--- src/rtl/srx_pkg.sv ---
package srx_pkg;

  typedef enum logic [1:0] {
    RX_IDLE,
    RX_START,
    RX_DATA,
    RX_STOP
  } rxState_t;

  // strobes from bit-timing control to the datapath
  typedef struct packed {
    logic shiftBit;  // sample line into shift register
    logic pushChar;  // character complete
    logic frameErr;  // stop bit read as 0
  } rxStrobe_t;

endpackage

--- src/rtl/srx_ctrl.sv ---
module srx_ctrl
  import srx_pkg::*;
#(
  parameter int DATA_BITS  = 8,
  parameter int OVERSAMPLE = 16
) (
  input  logic      clk,
  input  logic      rstN,
  input  logic      baudEn,
  input  logic      serialIn,
  output rxStrobe_t strobes
);

  localparam int CW       = $clog2(OVERSAMPLE);
  localparam int BW       = $clog2(DATA_BITS + 1);
  localparam int HALF     = OVERSAMPLE / 2;
  localparam logic [CW-1:0] HALF_LAST = CW'(HALF - 1);
  localparam logic [CW-1:0] FULL_LAST = CW'(OVERSAMPLE - 1);
  localparam logic [BW-1:0] BIT_LAST  = BW'(DATA_BITS - 1);

  rxState_t        state;
  logic [CW-1:0]   tickCnt;
  logic [BW-1:0]   bitCnt;
  logic            lineQ;   // line value on previous baud tick

  logic atHalf;
  logic atFull;

  assign atHalf = (tickCnt == HALF_LAST);
  assign atFull = (tickCnt == FULL_LAST);

  always_ff @(posedge clk or negedge rstN) begin
    if (!rstN) begin
      state   <= RX_IDLE;
      tickCnt <= '0;
      bitCnt  <= '0;
      lineQ   <= 1'b1;
    end else if (baudEn) begin
      lineQ <= serialIn;
      unique case (state)
        RX_IDLE: begin
          if (lineQ && !serialIn) begin
            state   <= RX_START;
            tickCnt <= '0;
          end
        end
        RX_START: begin
          if (atHalf) begin
            tickCnt <= '0;
            bitCnt  <= '0;
            state   <= serialIn ? RX_IDLE : RX_DATA;
          end else begin
            tickCnt <= tickCnt + CW'(1);
          end
        end
        RX_DATA: begin
          if (atFull) begin
            tickCnt <= '0;
            bitCnt  <= bitCnt + BW'(1);
            if (bitCnt == BIT_LAST) state <= RX_STOP;
          end else begin
            tickCnt <= tickCnt + CW'(1);
          end
        end
        RX_STOP: begin
          if (atFull) begin
            tickCnt <= '0;
            state   <= RX_IDLE;
          end else begin
            tickCnt <= tickCnt + CW'(1);
          end
        end
        default: state <= RX_IDLE;
      endcase
    end
  end

  always_comb begin
    strobes.shiftBit = baudEn && (state == RX_DATA) && atFull;
    strobes.pushChar = baudEn && (state == RX_STOP) && atFull;
    strobes.frameErr = !serialIn;
  end

endmodule

--- src/rtl/srx_datapath.sv ---
module srx_datapath
  import srx_pkg::*;
#(
  parameter int DATA_BITS = 8,
  parameter int DEPTH     = 64
) (
  input  logic                    clk,
  input  logic                    rstN,
  input  logic                    serialIn,
  input  rxStrobe_t               strobes,
  input  logic                    rdStrobe,
  input  logic                    clrOvr,
  input  logic [1:0]              trigSel,
  input  logic                    intEn,
  output logic [DATA_BITS-1:0]    rdData,
  output logic                    rdFrameErr,
  output logic [$clog2(DEPTH):0]  fillLevel,
  output logic                    rxRdy,
  output logic                    irq,
  output logic                    overrun
);

  localparam int AW = $clog2(DEPTH);
  localparam int CW = AW + 1;
  localparam int EW = DATA_BITS + 1;
  localparam logic [CW-1:0] FULL_CNT = CW'(DEPTH);

  logic [DATA_BITS-1:0] shiftReg;
  logic [EW-1:0]        mem [DEPTH];
  logic [AW-1:0]        wrPtr;
  logic [AW-1:0]        rdPtr;
  logic [CW-1:0]        count;
  logic                 ovrQ;
  logic [CW-1:0]        trigLevel;

  logic full, empty, doPush, doPop;

  assign full   = (count == FULL_CNT);
  assign empty  = (count == '0);
  assign doPush = strobes.pushChar && !full;
  assign doPop  = rdStrobe && !empty;

  // LSB arrives first, so shift toward bit 0
  always_ff @(posedge clk or negedge rstN) begin
    if (!rstN) shiftReg <= '0;
    else if (strobes.shiftBit) shiftReg <= {serialIn, shiftReg[DATA_BITS-1:1]};
  end

  always_ff @(posedge clk) begin
    if (doPush) mem[wrPtr] <= {strobes.frameErr, shiftReg};
  end

  always_ff @(posedge clk or negedge rstN) begin
    if (!rstN) begin
      wrPtr <= '0;
      rdPtr <= '0;
      count <= '0;
    end else begin
      if (doPush) wrPtr <= wrPtr + AW'(1);
      if (doPop)  rdPtr <= rdPtr + AW'(1);
      unique case ({doPush, doPop})
        2'b10:   count <= count + CW'(1);
        2'b01:   count <= count - CW'(1);
        default: count <= count;
      endcase
    end
  end

  // sticky overrun; a discard in the same cycle beats the clear
  always_ff @(posedge clk or negedge rstN) begin
    if (!rstN) ovrQ <= 1'b0;
    else if (strobes.pushChar && full) ovrQ <= 1'b1;
    else if (clrOvr) ovrQ <= 1'b0;
  end

  always_comb begin
    unique case (trigSel)
      2'd0:    trigLevel = CW'(1);
      2'd1:    trigLevel = CW'(DEPTH / 4);
      2'd2:    trigLevel = CW'(DEPTH / 2);
      default: trigLevel = CW'(DEPTH - 8);
    endcase
  end

  assign rdData     = mem[rdPtr][DATA_BITS-1:0];
  assign rdFrameErr = mem[rdPtr][DATA_BITS];
  assign fillLevel  = count;
  assign rxRdy      = !empty;
  assign irq        = intEn && (count >= trigLevel);
  assign overrun    = ovrQ;

endmodule

--- src/rtl/uart_rx_trigger.sv ---
module uart_rx_trigger
  import srx_pkg::*;
#(
  parameter int DATA_BITS  = 8,
  parameter int OVERSAMPLE = 16,
  parameter int DEPTH      = 64
) (
  input  logic                    clk,
  input  logic                    rstN,
  input  logic                    baudEn,
  input  logic                    serialIn,
  input  logic                    rdStrobe,
  input  logic                    clrOvr,
  input  logic [1:0]              trigSel,
  input  logic                    intEn,
  output logic [DATA_BITS-1:0]    rdData,
  output logic                    rdFrameErr,
  output logic [$clog2(DEPTH):0]  fillLevel,
  output logic                    rxRdy,
  output logic                    irq,
  output logic                    overrun
);

  rxStrobe_t strobes;
  logic      charPush;

  assign charPush = strobes.pushChar;

  srx_ctrl #(
    .DATA_BITS (DATA_BITS),
    .OVERSAMPLE(OVERSAMPLE)
  ) u_ctrl (
    .clk     (clk),
    .rstN    (rstN),
    .baudEn  (baudEn),
    .serialIn(serialIn),
    .strobes (strobes)
  );

  srx_datapath #(
    .DATA_BITS(DATA_BITS),
    .DEPTH    (DEPTH)
  ) u_dp (
    .clk       (clk),
    .rstN      (rstN),
    .serialIn  (serialIn),
    .strobes   (strobes),
    .rdStrobe  (rdStrobe),
    .clrOvr    (clrOvr),
    .trigSel   (trigSel),
    .intEn     (intEn),
    .rdData    (rdData),
    .rdFrameErr(rdFrameErr),
    .fillLevel (fillLevel),
    .rxRdy     (rxRdy),
    .irq       (irq),
    .overrun   (overrun)
  );

endmodule

--- config.mk ---
export PLATFORM = sky130hd
export DESIGN_NAME = uart_rx_trigger
export DESIGN_NICKNAME = d
export VERILOG_FILES = /design/src/rtl/srx_pkg.sv /design/src/rtl/srx_ctrl.sv /design/src/rtl/srx_datapath.sv /design/src/rtl/uart_rx_trigger.sv
export SDC_FILE = /design/constraint.sdc
export NUM_CORES = 1
export LEC_CHECK = 0
export BUFFER_PORTS_ARGS = -buffer_cell sky130_fd_sc_hd__clkbuf_2
export CORE_AREA = 2 2 225 227
export DETAILED_ROUTE_END_ITERATION = 7
export DIE_AREA = 0 0 227 229
export PLACE_DENSITY = 0.66
export SLEW_MARGIN = 20
export SYNTH_ARGS = -nofsm -noshare
export SYNTH_HDL_FRONTEND = slang
export SYNTH_SLANG_ARGS = --single-unit
--- constraint.sdc ---
create_clock -name clk -period 4 [get_ports clk]
set_input_delay 0.8 -clock clk [delete_from_list [all_inputs] [get_ports clk]]
set_output_delay 0.8 -clock clk [all_outputs]
set_load 0.05 [all_outputs]
==> impl_metrics.py, run 1 <==
metrics = {
    "placed_design": {
        "hpwl_um": 34990,
        "port_buffers": 27,
        "preCtsSetupSlack_ps": 447.6,
        "place.gp.congestion": 0.8206,
    },
    "sta": {
        "worstMarginPinSlew_ps": 1065,
        "fmax_ghz": 0.2586,
        "min_period_ps": 3867,
        "relSlewSlack_pct": 29.02,
        "hold_violations": 0,
        "setup_violations": 0,
        "whs_ps": 375.2,
        "setup_ws_ps": 133.4,
        "fin_crit_sh_pct": 96.66,
        "drv_slew": 0,
        "skew_ps": 21.30,
    },
    "logic_synthesis": {
        "yosysMostFrequentCell": "edfxtp_1",
        "synth_cell_types": 62,
        "synth_edf_count": 576,
        "ys_ff_latch": 615,
        "ys_async_sr_fraction_pct": 6.341,
        "syn_area_per_cell_um2": 19.31,
        "synthTopCellsByCount": "edfxtp_1 (576), mux4_2 (108), mux2i_1 (89)",
        "netlist_area_um2": 24600,
        "yosysTopAreaCell": "edfxtp_1",
        "yosysWarningCount": 0,
        "ys.flop_type": "edfxtp_1",
        "synth_area_leaders": "edfxtp_1 (70%), mux4_2 (9.9%), dfrtp_1 (3.9%)",
        "synthCells": 1274,
        "synth_top_area_share_pct": 70.32,
        "yosysSeqAreaShare_pct": 74.29,
        "syn_nets": 1302,
    },
    "worst_setup_path": {
        "reg2reg_depth": 10,
        "endpoint_kind": "primary output",
        "r2r_slack_ps": 410,
        "critPathArrivalTime_ps": 3070,
        "worstReg2RegEnd": "u_dp.fillLevel[5]",
        "timing.rr.start": "u_dp.fillLevel[0]",
        "worstPathRequired_ps": 3200,
        "worstSetupPathType": "flop to primary output",
        "critPathLaunchType": "flop",
        "worstPathMaxFanout": 19,
    },
    "pwr": {
        "p_leak_nw": 9.347,
        "seqPwrFrac_pct": 40.4,
        "p_int_mw": 12.55,
        "combinationalPowerShare_pct": 27.2,
        "p_switching_mw": 5.314,
        "clkPwrFrac_pct": 32.3,
        "sw_frac_of_total_pct": 29.75,
        "max-vdd-ir-drop_uv": 433.7,
        "total_power_mw": 17.86,
        "powerDensity_nw_per_um2": 626.0,
    },
    "die": {
        "die_y_um": 229,
        "num_rows": 82,
        "ioPinCount": 28,
        "core_um2": 49660,
        "dieWidth_um": 227,
        "die-area_um2": 51980,
        "start_util_pct": 49.53,
    },
    "clock_tree": {
        "clkTransAtPathRegs_ps": 60,
        "cts_buffers": 66,
        "htree_num_levels": 3,
        "root_buffer": "clkbuf_16",
        "cts_tree": "done",
        "clock_sinks": 615,
        "clk_latency_ps": 590,
        "hold_buffers": 0,
        "cts_buffer_depth": 3,
    },
    "route": {
        "wl_um": 56340,
        "ant_nets": 0,
        "drt_iter0_drc": 1328,
        "drt_pass1_iterations": 5,
        "viasPerCell": 5.935,
        "wire_per_inst_um": 26.05,
        "vias": 12840,
        "post-route-drc-count": 0,
    },
    "global_routing": {
        "grt_pass1_wl_um": 83100,
        "grt_pass1_vias": 12740,
        "grt_util_all_layers_pct": 22.10,
        "grt_max_degree": 80,
        "grt_antenna_before_repair": 0,
        "grt.overflow.total": 0,
    },
    "min_path": {
        "min_path_type": "input pin to asynchronous set/reset pin",
    },
    "layout": {
        "fin_nets": 1472,
        "drive_gt1_share_pct": 26.29,
        "area_delta_synth_final_pct": 16.01,
        "insertedDiodeCount": 0,
        "fin_util_pct": 57.46,
    },
    "outcome": {
        "outcome": "finished, final reports clean",
    },
    "job": {
        "max-cap-violations": 0,
    },
}
==> worst max path at each step <==
stage | slack (ps) | end | start | depth (start not counted)
after global routing | -10 | rdData[7] | u_dp.rdPtr[2] | 8
after detailed placement | 450 | u_dp.fillLevel[5] | u_dp.fillLevel[0] | 10
after global placement | 440 | u_dp.fillLevel[5] | u_dp.fillLevel[0] | 10
after floorplan | 670 | irq | u_dp.fillLevel[0] | 7
after CTS | 20 | rdData[1] | u_dp.rdPtr[1] | 7
final | 130 | rdData[1] | u_dp.rdPtr[0] | 7
==> final cells by class <==
type                            count  area (um^2)
Fill cell                        3724        21120
Sequential cell                   615        18300
Multi-Input combinational cell    581         5866
Clock buffer                       93         1859
Timing Repair Buffer              165         1426
Tap cell                          672        840.8
Clock inverter                     22        185.2
Inverter                           15        57.56
==> power groups by stage <==
stage                     Sequential [mW]  Combinational [mW]  Clock [mW]
final                                7.22                4.86        5.78
after global routing                 7.24                5.14        6.14
after CTS                            7.23                4.78        5.88
after detailed placement             7.40                4.65           0
after global placement               7.39                4.63           0
after floorplan                      7.36                3.08           0
==> stage by stage <==
step                TNS (ps)  std cells  area [um^2]
floorplan                  0       1274        24600
global placement           0       2038        26330
detailed placement         0       2038        26330
CTS                        0       2160        28460
global route          -12.94       2163        28530
finish                     0       2163        28530
==> kinds of logic (layout without fill, tap and decap cells) <==
family,count (synthesis),after routing,share of synthesized area (%)
flops,615,615,74.29
mux,208,208,14.14
simple gates,192,192,3.734
compound gates,147,147,4.364
buf+inv,78,295,1.943
fa+ha+maj,19,19,0.9970
xor+xnor,15,15,0.5341
==> state kept, by name, summed over array words and instances (netlist names), named ones only <==
| name | count |
|---|---|
| u_dp.wrPtr | 6 |
| u_ctrl.state | 1 |
| u_dp.overrun | 1 |
| u_ctrl.bitCnt | 4 |
| u_dp.rdPtr | 6 |
| u_ctrl.lineQ | 1 |
| u_dp.fillLevel | 7 |
| u_ctrl.tickCnt | 4 |
| u_dp.shiftReg | 8 |
| u_dp.mem | 576 |
==> per-layer routing <==
metal  vias up  track usage (%)  wire, um
li1       5548                -         -
met1      6689            32.58     24140
met2       518            33.83     26810
met3        83            4.298      4081
met4         0            6.516      1308
met5         -                0         0
==> worst max-delay path, cell delays in order, from the launching register on <==
cell	delay, ps
dfrtp_4	530
buf_12	220
buf_6	240
mux4_2	550
a211oi_1	430
a22o_1	260
a2111oi_4	70
buf_12	180
==> repair_timing <==
item | 4_1_cts | 5_1_grt
resized for setup | 5 | 6
gates cloned | 0 | 1
pin swaps | 1 | 0
buffers inserted | 7 | 2
setup endpoints to repair | 9 | 5
==> layout by cell type (no fill, tap or decap), drive strengths merged, types with 18 or more instances in the layout <==
cell type	instances
edfxtp	576
buf	146
clkbuf	112
mux4	110
mux2i	89
nor2	83
nand2	38
dfrtp	38
o22ai	25
a21oi	18
a211oi	18
ha	18
Note: power is estimated with default switching activity, not from simulation.
==> run 2, diff against run 1 <==
--- a/config.mk
+++ b/config.mk
@@ -6,10 +6,13 @@
 export NUM_CORES = 1
 export LEC_CHECK = 0
 export BUFFER_PORTS_ARGS = -buffer_cell sky130_fd_sc_hd__clkbuf_2
+export CELL_PAD_IN_SITES_DETAIL_PLACEMENT = 1
+export CELL_PAD_IN_SITES_GLOBAL_PLACEMENT = 1
 export CORE_AREA = 2 2 225 227
+export CTS_CLUSTER_SIZE = 8
 export DETAILED_ROUTE_END_ITERATION = 7
 export DIE_AREA = 0 0 227 229
-export PLACE_DENSITY = 0.66
+export PLACE_DENSITY = 0.73
 export SLEW_MARGIN = 20
 export SYNTH_ARGS = -nofsm -noshare
 export SYNTH_HDL_FRONTEND = slang
==> run 2 against run 1 <==
Cell count is 0.60% lower. Fmax is 2.5% lower. Clock power up 12%. First-iteration DRC count is 6.3% higher. Clock skew decreased by 4.9 ps. Hold slack worse by 17 ps. Setup slack worse by 100 ps. Critical endpoint is now rdData[6]. Die area unchanged. Via count up 2.2%. Power grew 4.7%.
==> impl_metrics.py, run 2 (synthesis gave the netlist of run 1 again) <==
metrics = {
    "pwr": {
        "p_leak_nw": 9.440,
        "p_switching_mw": 5.678,
        "powerDensity_nw_per_um2": 650.5,
        "clkPwrFrac_pct": 34.6,
        "seqPwrFrac_pct": 39.1,
        "sw_frac_of_total_pct": 30.35,
        "combinationalPowerShare_pct": 26.3,
        "p_int_mw": 13.03,
        "max-vdd-ir-drop_uv": 468.2,
    },
    "clock_tree": {
        "htree_num_levels": 3,
        "cts_buffers": 86,
        "hold_buffers": 0,
        "clock_sinks": 615,
        "cts_buffer_depth": 3,
        "cts_tree": "done",
        "clk_latency_ps": 620,
        "clkTransAtPathRegs_ps": 50,
        "root_buffer": "clkbuf_16",
    },
    "sta": {
        "setup_ws_ps": 32.78,
        "relSlewSlack_pct": 33.02,
        "setup_violations": 0,
        "skew_ps": 16.40,
        "rsz0062_at_grt": "yes",
        "whs_ps": 358.6,
        "worstMarginPinSlew_ps": 1005,
        "hold_violations": 0,
        "drv_slew": 0,
        "min_period_ps": 3967,
        "fin_crit_sh_pct": 99.18,
        "fmax_ghz": 0.2521,
    },
    "worst_setup_path": {
        "critPathLaunchType": "flop",
        "critPathArrivalTime_ps": 3170,
        "reg2reg_depth": 10,
        "timing.rr.start": "u_dp.fillLevel[0]",
        "endpoint_kind": "primary output",
        "worstReg2RegEnd": "u_dp.fillLevel[5]",
        "worstSetupPathType": "flop to primary output",
        "cp-startpoint": "u_dp.rdPtr[1]",
        "worstPathRequired_ps": 3200,
        "worstPathMaxFanout": 23,
        "r2r_slack_ps": 510,
    },
    "route": {
        "drt_pass1_iterations": 5,
        "ant_nets": 0,
        "post-route-drc-count": 0,
        "vias": 13120,
        "wl_um": 62430,
        "drt_iter0_drc": 1412,
        "wire_per_inst_um": 29.04,
        "viasPerCell": 6.104,
    },
    "layout": {
        "fin_util_pct": 57.92,
        "fin_nets": 1478,
        "largest_reg_flops": 576,
        "layout_commonest_cell": "edfxtp_1",
        "area_delta_synth_final_pct": 16.94,
        "insertedDiodeCount": 0,
        "final_cell_mix": "edfxtp_1 (576), buf_4 (114), mux4_2 (108), clkbuf_16 (89), mux2i_1 (87)",
        "drive_gt1_share_pct": 26.73,
        "top_register": "u_dp.mem",
    },
    "die": {
        "start_util_pct": 49.53,
        "die_y_um": 229,
        "num_rows": 82,
        "die-area_um2": 51980,
        "dieWidth_um": 227,
        "ioPinCount": 28,
        "core_um2": 49660,
    },
    "min_path": {
        "min_path_type": "input pin to asynchronous set/reset pin",
    },
    "outcome": {
        "outcome": "finished, final reports clean",
    },
    "global_routing": {
        "grt_util_all_layers_pct": 24.77,
        "grt_pass1_wl_um": 92710,
        "grt_max_degree": 67,
        "grt_pass1_vias": 13980,
        "grt.overflow.total": 0,
        "grt_antenna_before_repair": 0,
    },
    "placed_design": {
        "place.gp.congestion": 0.8319,
        "preCtsSetupSlack_ps": 439.8,
        "port_buffers": 27,
        "hpwl_um": 38470,
    },
    "job": {
        "max-cap-violations": 0,
    },
}
run 2: changes by cell type in the layout (fill, tap and decap cells not counted), moves of 3 or more:
| cell | before | now |
|---|---|---|
| buf_4 | 128 | 114 |
| bufinv_16 | 3 | 0 |
| clkbuf_16 | 72 | 89 |
| clkinv_1 | 12 | 1 |
| clkinv_2 | 3 | 0 |
| clkinvlp_4 | 3 | 0 |
run 2: what timing repair did:
action	in CTS	in global routing
gates cloned	1	1
setup buffers	1	1
setup endpoints to repair	7	9
gates resized for setup	8	10
endpoints found under the hold margin	0	0
run 2: routing by layer:
metal	part of all wire, %	global-route usage, %
met1	41	33.97
met2	49	38.89
met3	6.8	5.311
met4	3.7	10.15
met5	0	0
run 2: worst max-delay path: stages (launching register included):
cell      delay [ps]
dfrtp_4          670
buf_4            420
mux4_2           370
a211oi_1         340
buf_4            230
nor3b_1           60
o2111a_1         290
buf_12           170
run 2: layout make-up:
| cell class | instances | area (um^2) |
|---|---|---|
| inverter | 15 | 56.30 |
| fill | 4358 | 20890 |
| tap | 672 | 840.8 |
| multi-input combinational | 581 | 5909 |
| clock inverter | 4 | 42.54 |
| clock buffer | 112 | 2292 |
| timing repair buffer | 151 | 1325 |
| sequential | 615 | 18300 |
run 2: how the worst max path moves through the flow:
stage / slack [ps] / depth (start not counted) / to
floorplan: 670 / 7 / irq
global placement: 500 / 11 / u_dp.fillLevel[5]
detailed placement: 440 / 11 / u_dp.fillLevel[5]
CTS: 9 / 9 / rdData[6]
global route: -40 / 10 / rdData[3]
finish: 30 / 7 / rdData[6]
run 2: per-stage QoR:
stage                     area [um^2]  instances  power (mW)  TNS (ps)
after global placement          26250       2030       12.05         0
after detailed placement        26250       2030       12.11         0
after floorplan                 24600       1274       10.44         0
after CTS                       28670       2148       18.74         0
after global routing            28760       2150       19.32    -108.2
final                           28760       2150       18.71         0
run 2: power by group through the flow:
stage | logic, mW | registers, mW | clock network, mW
after global placement | 4.65 | 7.40 | 0
after detailed placement | 4.71 | 7.41 | 0
after global routing | 5.18 | 7.32 | 6.81
final | 4.92 | 7.31 | 6.48
after CTS | 4.86 | 7.29 | 6.59
after floorplan | 3.08 | 7.36 | 0
